### src/rtl/sem_pkg.sv
package sem_pkg;

  typedef enum logic [1:0] {
    OWN_FREE  = 2'd0,
    OWN_LEFT  = 2'd1,
    OWN_RIGHT = 2'd2,
    OWN_RSVD  = 2'd3
  } owner_e;

  // Owner code that stands for a given port.
  function automatic owner_e port_code(input logic is_right);
    return is_right ? OWN_RIGHT : OWN_LEFT;
  endfunction

  // Flag bit as one port sees it: 0 only when that port holds the flag.
  function automatic logic seen_bit(input owner_e own, input logic is_right);
    return (own != port_code(is_right));
  endfunction

endpackage

### src/rtl/sem_port_decode.sv
module sem_port_decode #(
  parameter int IDX_W  = 3,
  parameter int DATA_W = 16
) (
  input  logic              sem_sel,
  input  logic              ram_sel,
  input  logic              ub,
  input  logic              lb,
  input  logic              wr,
  input  logic [IDX_W-1:0]  addr,
  input  logic [DATA_W-1:0] wdata,
  output logic              rd_req,
  output logic              wr_req,
  output logic              wr_val,
  output logic              err_req,
  output logic [IDX_W-1:0]  idx
);

  logic sem_access;
  logic unused_wdata_hi;

  assign sem_access = sem_sel && !ram_sel;
  assign err_req    = sem_sel && ram_sel && (ub || lb);
  assign rd_req     = sem_access && !wr;
  assign wr_req     = sem_access && wr;
  assign wr_val     = wdata[0];
  assign idx        = addr;
  assign unused_wdata_hi = ^wdata[DATA_W-1:1];

endmodule

### src/rtl/sem_flag_bank.sv
module sem_flag_bank
  import sem_pkg::*;
#(
  parameter int NUM_FLAGS = 8,
  parameter int IDX_W     = 3
) (
  input  logic                        clk,
  input  logic                        rst_n,
  input  logic [1:0]                  wr_req,
  input  logic [1:0]                  wr_val,
  input  logic [IDX_W-1:0]            idx_l,
  input  logic [IDX_W-1:0]            idx_r,
  output logic [NUM_FLAGS-1:0][1:0]   owner_vec
);

  owner_e owner_q [NUM_FLAGS];

  // Named per-flag events, brought out for the assertions.
  logic [NUM_FLAGS-1:0] hit_l, hit_r;
  logic [NUM_FLAGS-1:0] ask_l, ask_r;
  logic [NUM_FLAGS-1:0] take_l, take_r;
  logic [NUM_FLAGS-1:0] give_l, give_r;

  for (genvar f = 0; f < NUM_FLAGS; f++) begin : g_flag
    assign hit_l[f]  = wr_req[0] && (idx_l == IDX_W'(f));
    assign hit_r[f]  = wr_req[1] && (idx_r == IDX_W'(f));
    assign ask_l[f]  = hit_l[f] && !wr_val[0];
    assign ask_r[f]  = hit_r[f] && !wr_val[1];
    // Left side wins a same-cycle request for a free flag.
    assign take_l[f] = ask_l[f] && (owner_q[f] == OWN_FREE);
    assign take_r[f] = ask_r[f] && (owner_q[f] == OWN_FREE) && !ask_l[f];
    assign give_l[f] = hit_l[f] && wr_val[0] && (owner_q[f] == OWN_LEFT);
    assign give_r[f] = hit_r[f] && wr_val[1] && (owner_q[f] == OWN_RIGHT);

    always_ff @(posedge clk) begin
      if (!rst_n)                    owner_q[f] <= OWN_FREE;
      else if (take_l[f])            owner_q[f] <= OWN_LEFT;
      else if (take_r[f])            owner_q[f] <= OWN_RIGHT;
      else if (give_l[f] || give_r[f]) owner_q[f] <= OWN_FREE;
    end

    assign owner_vec[f] = owner_q[f];

    AST_CHANGE_NEEDS_WRITE: assert property (@(posedge clk) disable iff (!rst_n)
      (owner_q[f] != $past(owner_q[f])) |-> $past(hit_l[f] || hit_r[f]));
    AST_NO_STEAL: assert property (@(posedge clk) disable iff (!rst_n)
      ($past(owner_q[f]) != OWN_FREE) |-> (owner_q[f] == $past(owner_q[f]) || owner_q[f] == OWN_FREE));
    AST_LEFT_PRIORITY: assert property (@(posedge clk) disable iff (!rst_n)
      ($past(owner_q[f]) == OWN_FREE && owner_q[f] == OWN_RIGHT) |-> !$past(ask_l[f]));
  end

endmodule

### src/rtl/sem_port_resp.sv
module sem_port_resp
  import sem_pkg::*;
#(
  parameter int   IDX_W    = 3,
  parameter int   DATA_W   = 16,
  parameter logic IS_RIGHT = 1'b0
) (
  input  logic              clk,
  input  logic              rst_n,
  input  logic              rd_req,
  input  logic              wr_req,
  input  logic              err_req,
  input  logic [IDX_W-1:0]  idx,
  input  owner_e            cur_owner,
  output logic [DATA_W-1:0] rdata,
  output logic              rvalid,
  output logic              refused,
  output logic              err
);

  logic             last_wr_q;
  logic [IDX_W-1:0] last_idx_q;
  logic             in_recovery;
  logic             serve_rd;

  // Recovery window: same flag written by this port on the previous cycle.
  function automatic logic blocks_read(input logic lw, input logic [IDX_W-1:0] li,
                                       input logic [IDX_W-1:0] ri);
    return lw && (li == ri);
  endfunction

  assign in_recovery = rd_req && blocks_read(last_wr_q, last_idx_q, idx);
  assign serve_rd    = rd_req && !in_recovery;

  always_ff @(posedge clk) begin
    if (!rst_n) begin
      last_wr_q  <= 1'b0;
      last_idx_q <= '0;
      rvalid     <= 1'b0;
      refused    <= 1'b0;
      err        <= 1'b0;
      rdata      <= '0;
    end else begin
      last_wr_q  <= wr_req;
      last_idx_q <= idx;
      rvalid     <= serve_rd;
      refused    <= in_recovery;
      err        <= err_req;
      rdata      <= serve_rd ? {DATA_W{seen_bit(cur_owner, IS_RIGHT)}} : '0;
    end
  end

  AST_REPLICATED_READ: assert property (@(posedge clk) disable iff (!rst_n)
    rvalid |-> (rdata == '0 || rdata == '1));
  AST_QUIET_DATA: assert property (@(posedge clk) disable iff (!rst_n)
    !rvalid |-> (rdata == '0));
  AST_ERR_EXCLUSIVE: assert property (@(posedge clk) disable iff (!rst_n)
    err |-> (!rvalid && !refused));

endmodule

### src/rtl/sem_flag_unit.sv
module sem_flag_unit
  import sem_pkg::*;
#(
  parameter int NUM_FLAGS = 8,
  parameter int DATA_W    = 16,
  parameter int IDX_W     = $clog2(NUM_FLAGS)
) (
  input  logic              clk,
  input  logic              rst_n,
  input  logic              l_sem_sel,
  input  logic              l_ram_sel,
  input  logic              l_ub,
  input  logic              l_lb,
  input  logic              l_wr,
  input  logic [IDX_W-1:0]  l_addr,
  input  logic [DATA_W-1:0] l_wdata,
  output logic [DATA_W-1:0] l_rdata,
  output logic              l_rvalid,
  output logic              l_refused,
  output logic              l_err,
  input  logic              r_sem_sel,
  input  logic              r_ram_sel,
  input  logic              r_ub,
  input  logic              r_lb,
  input  logic              r_wr,
  input  logic [IDX_W-1:0]  r_addr,
  input  logic [DATA_W-1:0] r_wdata,
  output logic [DATA_W-1:0] r_rdata,
  output logic              r_rvalid,
  output logic              r_refused,
  output logic              r_err
);

  localparam int NPORT = 2;

  logic [NPORT-1:0]              sem_sel_a, ram_sel_a, ub_a, lb_a, wr_a;
  logic [NPORT-1:0][IDX_W-1:0]   addr_a, idx_a;
  logic [NPORT-1:0][DATA_W-1:0]  wdata_a, rdata_a;
  logic [NPORT-1:0]              rd_req_a, wr_req_a, wr_val_a, err_req_a;
  logic [NPORT-1:0]              rvalid_a, refused_a, err_a;
  logic [NUM_FLAGS-1:0][1:0]     owner_vec;

  assign sem_sel_a = {r_sem_sel, l_sem_sel};
  assign ram_sel_a = {r_ram_sel, l_ram_sel};
  assign ub_a      = {r_ub, l_ub};
  assign lb_a      = {r_lb, l_lb};
  assign wr_a      = {r_wr, l_wr};
  assign addr_a    = {r_addr, l_addr};
  assign wdata_a   = {r_wdata, l_wdata};

  for (genvar p = 0; p < NPORT; p++) begin : g_port
    sem_port_decode #(.IDX_W(IDX_W), .DATA_W(DATA_W)) u_dec (
      .sem_sel (sem_sel_a[p]),
      .ram_sel (ram_sel_a[p]),
      .ub      (ub_a[p]),
      .lb      (lb_a[p]),
      .wr      (wr_a[p]),
      .addr    (addr_a[p]),
      .wdata   (wdata_a[p]),
      .rd_req  (rd_req_a[p]),
      .wr_req  (wr_req_a[p]),
      .wr_val  (wr_val_a[p]),
      .err_req (err_req_a[p]),
      .idx     (idx_a[p])
    );

    sem_port_resp #(.IDX_W(IDX_W), .DATA_W(DATA_W), .IS_RIGHT(p == 1)) u_resp (
      .clk       (clk),
      .rst_n     (rst_n),
      .rd_req    (rd_req_a[p]),
      .wr_req    (wr_req_a[p]),
      .err_req   (err_req_a[p]),
      .idx       (idx_a[p]),
      .cur_owner (owner_e'(owner_vec[idx_a[p]])),
      .rdata     (rdata_a[p]),
      .rvalid    (rvalid_a[p]),
      .refused   (refused_a[p]),
      .err       (err_a[p])
    );
  end

  sem_flag_bank #(.NUM_FLAGS(NUM_FLAGS), .IDX_W(IDX_W)) u_bank (
    .clk       (clk),
    .rst_n     (rst_n),
    .wr_req    (wr_req_a),
    .wr_val    (wr_val_a),
    .idx_l     (idx_a[0]),
    .idx_r     (idx_a[1]),
    .owner_vec (owner_vec)
  );

  assign l_rdata   = rdata_a[0];
  assign l_rvalid  = rvalid_a[0];
  assign l_refused = refused_a[0];
  assign l_err     = err_a[0];
  assign r_rdata   = rdata_a[1];
  assign r_rvalid  = rvalid_a[1];
  assign r_refused = refused_a[1];
  assign r_err     = err_a[1];

endmodule

### config.mk
export PLATFORM = sky130hd
export DESIGN_NAME = sem_flag_unit
export DESIGN_NICKNAME = d
export VERILOG_FILES = /design/src/rtl/sem_pkg.sv /design/src/rtl/sem_port_decode.sv /design/src/rtl/sem_flag_bank.sv /design/src/rtl/sem_port_resp.sv /design/src/rtl/sem_flag_unit.sv
export SDC_FILE = /design/constraint.sdc
export NUM_CORES = 1
export LEC_CHECK = 0
export BUFFER_PORTS_ARGS = -buffer_cell sky130_fd_sc_hd__buf_2
export CORE_ASPECT_RATIO = 1.2
export CORE_MARGIN = 2
export CORE_UTILIZATION = 45
export CTS_CLUSTER_DIAMETER = 60
export DETAILED_ROUTE_END_ITERATION = 10
export PLACE_DENSITY = 0.75
export SYNTH_ARGS = -nofsm -noshare
export SYNTH_HDL_FRONTEND = slang
export SYNTH_SLANG_ARGS = --single-unit
### constraint.sdc
create_clock -name clk -period 2.6 [get_ports clk]
set_input_delay 0.52 -clock clk [delete_from_list [all_inputs] [get_ports clk]]
set_output_delay 0.52 -clock clk [all_outputs]
set_load 0.1 [all_outputs]
==> out/results.ini, run 1 <==
[die]
die_h_um = 79.6
core-area_um2 = 4590
num_rows = 27
die_area_um2 = 5340
num_io_pins = 88
die_w_um = 67.0
initial_core_util_pct = 46.7

[cells_and_area]
seqCellArea_um2 = 801
antenna_cells = 0
fill_cells = 466
multi_input_area_um2 = 1010
final_cell_count_no_fill = 322
final_cell_mix = buf_2 (57), nand2_1 (18), nor2_1 (16), dfxtp_1 (16), edfxtp_1 (16)
syn_to_final_growth_pct = 6.94
layout_commonest_cell = buf_2
drive_above_1_share_pct = 26.9
fin_nets = 313

[timing]
fin_tns_setup_ns = 0
fin_skew_ns = 0.00668
rsz0062_at_grt = false
fin_crit_sh_pct = 73.4
final-max-slew-violation-count = 0
fmax_mhz = 524
max_slew_margin_pct = 65.7
worst-slew-pin-transition_ns = 0.508
holdWs_ns = 0.468
hold_viol = 0
setup_violations = 0
min_period_ns = 1.91
fin_ws_ns = 0.692

[worst_setup_path]
end_kind = register
slowest_delay_ns = 0.45
path_class = primary input to register
rr_endpoint = g_port[0].u_resp.rdata[0]$_SDFF_PN0_
critPathMaxFanout = 11
cp_cell_sequence = buf_2, or3b_4, or3_1, a22o_1, o21ai_1
worst-r2r-cell-count = 4
arrival_ns = 1.89
slowest_stage = or3b_4
r2r-start = u_bank.owner_q[0][3]$_SDFFCE_PP0P_
rrSetupSlack_ns = 0.92
start_kind = primary input
worstPathRequired_ns = 2.58

[cts]
cts_tree = built
clkTransAtPathRegs_ns = 0.06
cts_root_buf = clkbuf_8
cts.sinks = 32
htreeDepth = 2
cts_setup_buffers = 0
cts_resized = 0
clk_path_buf_depth = 2
insertion_delay_ns = 0.29
ctsHoldBuffers = 0
numCtsBuffers = 5

[hold_path]
hold_depth = 2
min_from = r_ram_sel
hold_class = primary input to register
hold-path-endpoint = g_port[1].u_resp.last_wr_q$_SDFF_PN0_

[power]
power.leakage_nw = 0.925
p_per_area_nw_per_um2 = 556
vdd_drop_max_uv = 252
power_mw = 1.28

[place]
dp.cells = 314
hpwl_um = 3430
numPortBuffers = 57
place_congestion = 0.876
dp_slack_ns = 0.398

[grt]
grt_usage_pct = 18.4
grt_first_pass_wirelength_um = 7440
grt_overflow = 0
grt_pass1_vias = 1597
grt_max_degree = 28
antenna_found_initial = 0

[drt]
dr.pass1.iters = 4
wirelength_um = 4650
postRouteAntennaNets = 0
first_iter_violations = 84
vias_per_cell = 5.78
routedWlPerCell_um = 14.4
routed-via-count = 1860
route.detailed.drc = 0

[logic_synthesis]
synthTopCellsByArea = edfxtp_1 (22%), dfxtp_1 (15%), buf_4 (11%), o21ai_0 (3.5%), nand2_1 (3.1%)
synthArstFlopShare_pct = 0
synth_edf_count = 16
synth_cell_types = 54
synth_top_cell_by_area = edfxtp_1
syn_inst = 239
yosysWarnings = 0
ys_seq_area_share_pct = 37.3
synth-seq-cells = 32
synthFlopType = edfxtp_1
syn_area_um2 = 2150
synth_fp_nets = 289
avgSynthCellArea_um2 = 8.98
yosys.area.top_type_share_pct = 22.4

[job]
maxCapViolations = 0

[run_status]
outcome = finished clean

## layout make-up
class	instances	share of cell area, %
clock buffers	8	3.93
inverters	10	1.64
multi-input cells	157	43.9
flip-flops and latches	32	34.9
well taps	58	3.16
repair buffers	57	12.4
## layer usage
layer | share of wire [%] | GRT usage [%]
met5 | 0 | 0
met4 | 2.4 | 8.98
met3 | 7.0 | 4.37
met2 | 47 | 29.7
met1 | 43 | 22.7
## cell usage after synthesis (4+ instances only)
cell type and instances:
nor3_1 7, nor2_1 16, a21oi_1 8, edfxtp_1 16, nor4_1 8, buf_4 31
nand3b_1 7, nand2_1 18, and2_1 7, inv_1 10, nor2b_1 4, o21ai_0 15
nor3b_1 5, xnor2_1 7, dfxtp_1 16, nand3_1 5
## cells by family after synthesis
kind of cell / after synthesis / share of synthesized area [%]
DFF: 32 / 37.3
and+or+nand+nor: 99 / 27.4
buffers and inverters: 50 / 15.7
xor gates and xnor gates: 7 / 2.86
AOI/OAI and AO/OA: 51 / 16.7
## worst max-delay path by stage
| stage | startpoint | to | slack (ns) |
|---|---|---|---|
| 3_5_place_dp | l_addr[0] | u_bank.owner_q[0][4]$_SDFFCE_PP0P_ | 0.40 |
| 3_3_place_gp | l_addr[2] | u_bank.owner_q[0][2]$_SDFFCE_PP0P_ | 0.40 |
| 5_1_grt | l_addr[0] | u_bank.owner_q[0][0]$_SDFFCE_PP0P_ | 0.61 |
| 2_1_floorplan | g_port[0].u_resp.rdata[0]$_SDFF_PN0_ | l_rdata[10] | 0.47 |
| 4_1_cts | l_addr[2] | u_bank.owner_q[0][2]$_SDFFCE_PP0P_ | 0.70 |
| 6_report | l_addr[2] | u_bank.owner_q[0][2]$_SDFFCE_PP0P_ | 0.69 |
## through the flow
| stage | utilization (%) | instance area (um^2) |
|---|---|---|
| 2_1_floorplan | - | 2150 |
| 3_3_place_gp | 48.0 | 2200 |
| 3_5_place_dp | 48.0 | 2200 |
| 4_1_cts | 49.9 | 2290 |
| 5_1_grt | 49.9 | 2290 |
| 6_report | 49.9 | 2290 |
## sequential cells by signal (all words and copies together) (netlist names)
register                  count
g_port.u_resp.last_wr_q       2
u_bank.owner_q               16
g_port.u_resp.rdata           2
g_port.u_resp.refused         2
g_port.u_resp.last_idx_q      6
g_port.u_resp.rvalid          2
g_port.u_resp.err             2
## worst max-delay path, delay by kind of cell
kind	cells	cell delay, ns
and+or+nand+nor	2	0.76
AOI/OAI and AO/OA	2	0.43
buffers and inverters	1	0.17
## power by group
| part | switching [mW] | internal [mW] |
|---|---|---|
| clock network | 0.175 | 0.215 |
| logic | 0.208 | 0.0807 |
| registers | 0.0318 | 0.564 |
| total | 0.415 | 0.860 |
Note: power is estimated with default switching activity, not from simulation.
==> run 2, diff against run 1 <==
--- a/config.mk
+++ b/config.mk
@@ -5,13 +5,14 @@
 export SDC_FILE = /design/constraint.sdc
 export NUM_CORES = 1
 export LEC_CHECK = 0
+export ABC_AREA = 1
 export BUFFER_PORTS_ARGS = -buffer_cell sky130_fd_sc_hd__buf_2
 export CORE_ASPECT_RATIO = 1.2
 export CORE_MARGIN = 2
 export CORE_UTILIZATION = 45
 export CTS_CLUSTER_DIAMETER = 60
 export DETAILED_ROUTE_END_ITERATION = 10
-export PLACE_DENSITY = 0.75
+export PLACE_DENSITY = 0.73
 export SYNTH_ARGS = -nofsm -noshare
 export SYNTH_HDL_FRONTEND = slang
 export SYNTH_SLANG_ARGS = --single-unit
==> constraint.sdc (replaced) <==
create_clock -name clk -period 1.8 [get_ports clk]
set_input_delay 0.36 -clock clk [delete_from_list [all_inputs] [get_ports clk]]
set_output_delay 0.36 -clock clk [all_outputs]
set_load 0.1 [all_outputs]
==> out/results.ini, run 2 <==
[power]
p_per_area_nw_per_um2 = 655
p_sw_mw = 0.630
p_clk_share_pct = 29.8
seq_power_share_pct = 45.5
vdd_drop_max_uv = 286
p_int_mw = 1.16
switching_share_pct = 35.2
power.leakage_nw = 1.41
comb_power_share_pct = 24.7

[job]
maxCapViolations = 0

[logic_synthesis]
synth_cell_types = 23
synthTopCellsByArea = edfxtp_1 (19%), nand2_1 (18%), dfxtp_1 (13%), nor2_1 (11%), buf_4 (11%)
syn_inst = 409
ys_seq_area_share_pct = 31.9
synth_edf_count = 16
synth_top_cells_by_count = nand2_1 (118), nor2_1 (76), inv_1 (48)
synth-seq-cells = 32
yosysWarnings = 0
yosys.area.top_type_share_pct = 19.2
syn_area_um2 = 2510
synth_fp_nets = 459
synthFlopType = edfxtp_1
synth_top_cell_by_area = edfxtp_1
yosysMostFrequentCell = nand2_1
synthArstFlopShare_pct = 0
avgSynthCellArea_um2 = 6.13

[timing]
worst-slew-pin-transition_ns = 0.520
fin_ws_ns = 0.275
rsz0062_at_grt = false
fmax_mhz = 656
min_period_ns = 1.53
fin_tns_setup_ns = 0
max_slew_margin_pct = 65.3
fin_crit_sh_pct = 84.7
final-max-slew-violation-count = 0
hold_viol = 0
setup_violations = 0
fin_skew_ns = 0.00449

[worst_setup_path]
worstPathRequired_ns = 1.44
critPathBufInv = 1
critPathMaxFanout = 16
start_kind = register
arrival_ns = 1.17
end_kind = primary output
slowest_delay_ns = 0.46
path_class = register to primary output
crit_family = buffers and inverters
slowest_stage = buf_2
cp_cell_sequence = buf_2

[drt]
route.met3.wl_um = 371
vias_per_cell = 4.96
routed-via-count = 2497
dr.pass1.iters = 4
highest_layer = met4
wirelength_um = 6050
route.met2.wl_um = 3010
met1Wirelength_um = 2520
postRouteAntennaNets = 0
route.detailed.drc = 0
first_iter_violations = 119
routedWlPerCell_um = 12.0

[cts]
clkTransAtPathRegs_ns = 0.06
clk_path_buf_depth = 2
ctsHoldBuffers = 0
cts_tree = built
cts_root_buf = clkbuf_8
htreeDepth = 2
cts_setup_buffers = 0
numCtsBuffers = 5
insertion_delay_ns = 0.28
cts.sinks = 32
cts_resized = 0

[die]
die_w_um = 72.1
core-area_um2 = 5330
num_rows = 29
die_area_um2 = 6190
initial_core_util_pct = 47.0
die_h_um = 85.8
num_io_pins = 88

[cells_and_area]
top_register = u_bank.owner_q
drive_above_1_share_pct = 19.5
largest_reg_flops = 16
fin_nets = 490
syn_to_final_growth_pct = 9.18
fin_area_um2 = 2740
final_cell_mix = nand2_1 (118), nor2_1 (76), buf_2 (57)
layout_commonest_cell = nand2_1
reg_top3 = u_bank.owner_q x16, g_port.u_resp.last_idx_q x6
antenna_cells = 0
final_cell_count_no_fill = 503
fill_cells = 535

[place]
post_dp_cell_area_um2 = 2660
dp.cells = 495
numPortBuffers = 57
place_congestion = 0.957
hpwl_um = 4620
dp_slack_ns = 0.0798

[grt]
grt_overflow = 0
grt_usage_pct = 20.4
antenna_found_initial = 0
grt_max_degree = 22
grt_pass1_vias = 2257
grt_first_pass_wirelength_um = 9980

[run_status]
outcome = finished clean

[hold_path]
hold_class = primary input to register

run 2: cell types whose count changed in the layout (fill, tap and decap cells not counted), moves of 7 or more:
cell and delta:
inv_1 +38, nor4_1 -8, and2_1 -7, nor3_1 +8
nand3_1 +40, xnor2_1 -7, o21ai_0 -7, nand2_1 +100
buf_4 +8, nor2_1 +60
run 2: path summary, 6_finish.rpt:
check | cells past startpoint | slack [ns] | startpoint | to
worst max register to register | 5 | 0.38 | u_bank.owner_q[0][0]$_SDFFCE_PP0P_ | u_bank.owner_q[0][1]$_SDFFCE_PP0P_
worst min register to register | 4 | 0.53 | g_port[1].u_resp.last_wr_q$_SDFF_PN0_ | g_port[1].u_resp.refused$_SDFF_PN0_
worst max-delay path | 1 | 0.27 | g_port[0].u_resp.rdata[0]$_SDFF_PN0_ | l_rdata[6]
worst min-delay path | 3 | 0.33 | l_addr[0] | g_port[0].u_resp.last_idx_q[0]$_SDFF_PN0_
run 2: final cells by class:
class	instances	area (um^2)	share of cell area [%]
multi-input combinational	284	1220	44.4
sequential	32	803	29.3
timing repair buffer	66	365	13.3
inverter	51	194	7.08
tap	62	77.6	2.83
clock buffer	7	76.3	2.79
clock inverter	1	5.00	0.183
run 2: per-layer routing:
metal,vias up,track usage [%]
met5,-,0
met4,0,11.1
met3,14,3.17
met2,82,35.8
met1,1097,23.4
li1,1304,-
run 2: metrics by stage:
stage          power [mW]  hold slack, ns  utilization, %
2_1_floorplan        1.19           0.491               -
5_1_grt              1.88           0.353            51.3
3_3_place_gp         1.27           0.509            49.8
4_1_cts              1.81           0.318            51.3
3_5_place_dp         1.27           0.514            49.8
6_report             1.79           0.326            51.3
run 2: kinds of logic after synthesis:
group | count (synthesis) | synth area share, %
compound gates | 12 | 2.39
flops | 32 | 31.9
buf+inv | 93 | 19.6
simple gates | 272 | 46.1
run 2: tightest hold or removal path: cells and delay by family:
kind / cells / cell delay, ns
buffers and inverters: 2 / 0.16
AND/OR/NAND/NOR: 1 / 0.05
run 2: power by group through the flow:
stage	sequential [mW]	combinational [mW]	clock, mW
finish	0.816	0.442	0.534
global route	0.818	0.481	0.580
CTS	0.815	0.441	0.551
detailed placement	0.831	0.440	0
global placement	0.830	0.436	0
floorplan	0.854	0.338	0
==> run 3, diff against run 2 <==
--- a/config.mk
+++ b/config.mk
@@ -12,7 +12,7 @@
 export CORE_UTILIZATION = 45
 export CTS_CLUSTER_DIAMETER = 60
 export DETAILED_ROUTE_END_ITERATION = 10
-export PLACE_DENSITY = 0.73
+export PLACE_DENSITY = 0.76
 export SYNTH_ARGS = -nofsm -noshare
 export SYNTH_HDL_FRONTEND = slang
 export SYNTH_SLANG_ARGS = --single-unit
==> constraint.sdc (replaced) <==
create_clock -name clk -period 1.3 [get_ports clk]
set_input_delay 0.26 -clock clk [delete_from_list [all_inputs] [get_ports clk]]
set_output_delay 0.26 -clock clk [all_outputs]
set_load 0.1 [all_outputs]
==> out/results.ini, run 3 (synthesized netlist as in run 2, its figures left out) <==
[power]
p_per_area_nw_per_um2 = 714
power.leakage_nw = 1.97
power_mw = 2.93
vdd_drop_max_uv = 437

[job]
maxCapViolations = 0

[timing]
final-max-slew-violation-count = 0
setup_violations = 11
min_period_ns = 1.36
worst-slew-pin-transition_ns = 0.495
max_slew_margin_pct = 67.2
fin_tns_setup_ns = -0.261
fin_ws_ns = -0.0559
hold_viol = 0
fin_skew_ns = 0.00622
fmax_mhz = 738
fin_crit_sh_pct = 104
rsz0062_at_grt = true
holdWs_ns = 0.281

[drt]
route.detailed.drc = 0
routed-via-count = 3220
routedWlPerCell_um = 15.0
first_iter_violations = 374
wirelength_um = 8790
vias_per_cell = 5.49
dr.pass1.iters = 6
postRouteAntennaNets = 0

[grt]
grt_max_degree = 22
grt_pass1_vias = 2988
grt_overflow = 0
grt_usage_pct = 26.0
grt_first_pass_wirelength_um = 12700
antenna_found_initial = 0

[cells_and_area]
antenna_cells = 0
fin_area_um2 = 4100
seqCellArea_um2 = 808
top_register = u_bank.owner_q
layout_commonest_cell = nand2_1
fin_nets = 574
final_cell_count_no_fill = 586
reg_top3 = u_bank.owner_q x16, g_port.u_resp.last_idx_q x6
fill_cells = 321
drive_above_1_share_pct = 39.3
syn_to_final_growth_pct = 63.6
largest_reg_flops = 16
multi_input_area_um2 = 1330
final_cell_mix = nand2_1 (116), buf_4 (79), nor2_1 (62)
fin_util_pct = 76.9

[die]
num_io_pins = 88
num_rows = 29
core-area_um2 = 5330
die_w_um = 72.1
initial_core_util_pct = 47.0
die_area_um2 = 6190
die_h_um = 85.8

[place]
place_congestion = 0.925
hpwl_um = 5590
dp.cells = 552
dp_slack_ns = -0.267
numPortBuffers = 57
post_dp_cell_area_um2 = 3620

[worst_setup_path]
worstPathRequired_ns = 1.30
slowest_delay_ns = 0.47
end_kind = register
cp_cell_sequence = nor2_1, nand3_1, nor2_1, o21ai_1, nand3_1
critPathMaxFanout = 4
arrival_ns = 1.35
start_kind = register
slowest_stage = edfxtp_1
path_class = register to register

[cts]
clk_path_buf_depth = 2
numCtsBuffers = 5
cts.sinks = 32
cts_root_buf = clkbuf_8
clkTransAtPathRegs_ns = 0.07
insertion_delay_ns = 0.29
cts_tree = built
htreeDepth = 2

[hold_path]
hold_class = primary input to register

[run_status]
violations = negative setup slack
outcome = finished with violations

==> run 3: changes by cell type in the layout (fill, tap and decap cells not counted), moves of 5 or more <==
cell	delta
nor2_2	+13
buf_12	+37
buf_4	+71
buf_2	-34
nand3_2	+11
buf_6	+7
nand3_1	-12
inv_2	+5
inv_1	-6
nor2_1	-14
==> run 3: power by group <==
group	internal [mW]	leakage, nW	total [mW]	switching [mW]
Combinational	0.371	1.62	0.948	0.577
Sequential	1.09	0.298	1.12	0.0338
Clock	0.472	0.0503	0.855	0.383
==> run 3: what timing repair did <==
item | CTS | global route
pin swaps | 9 | 27
setup endpoints to repair | 44 | 48
gates cloned | 0 | 1
hold buffers | 0 | 0
setup buffers | 15 | 11
hold endpoints to repair | 0 | 0
resized for setup | 8 | 38
==> run 3: critical path: cells and delay by family, from the launching register on <==
kind | cells | cell delay, ns
compound gates | 1 | 0.10
simple gates | 4 | 0.50
flops | 1 | 0.47
==> run 3: final cells by class <==
type	count	share of cell area, %
repair buffers	150	38.7
clock buffers	7	2.35
inverters	51	4.82
well taps	62	1.89
multi-input cells	284	32.5
flip-flops and latches	32	19.7
==> run 3: worst paths after layout <==
kind | start | slack (ns) | depth (start not counted) | endpoint
worst max-delay path | u_bank.owner_q[0][4]$_SDFFCE_PP0P_ | -0.06 | 5 | u_bank.owner_q[0][5]$_SDFFCE_PP0P_
worst min-delay path | l_lb | 0.28 | 3 | g_port[0].u_resp.err$_SDFF_PN0_
worst max register to register | u_bank.owner_q[0][4]$_SDFFCE_PP0P_ | -0.06 | 5 | u_bank.owner_q[0][5]$_SDFFCE_PP0P_
worst min register to register | g_port[1].u_resp.last_wr_q$_SDFF_PN0_ | 0.53 | 4 | g_port[1].u_resp.refused$_SDFF_PN0_
==> run 3: routing by layer <==
layer / share of wire, % / GRT usage (%)
met5: 0 / 0
met4: 5.5 / 17.3
met3: 7.5 / 4.70
met2: 51 / 47.5
met1: 36 / 26.3
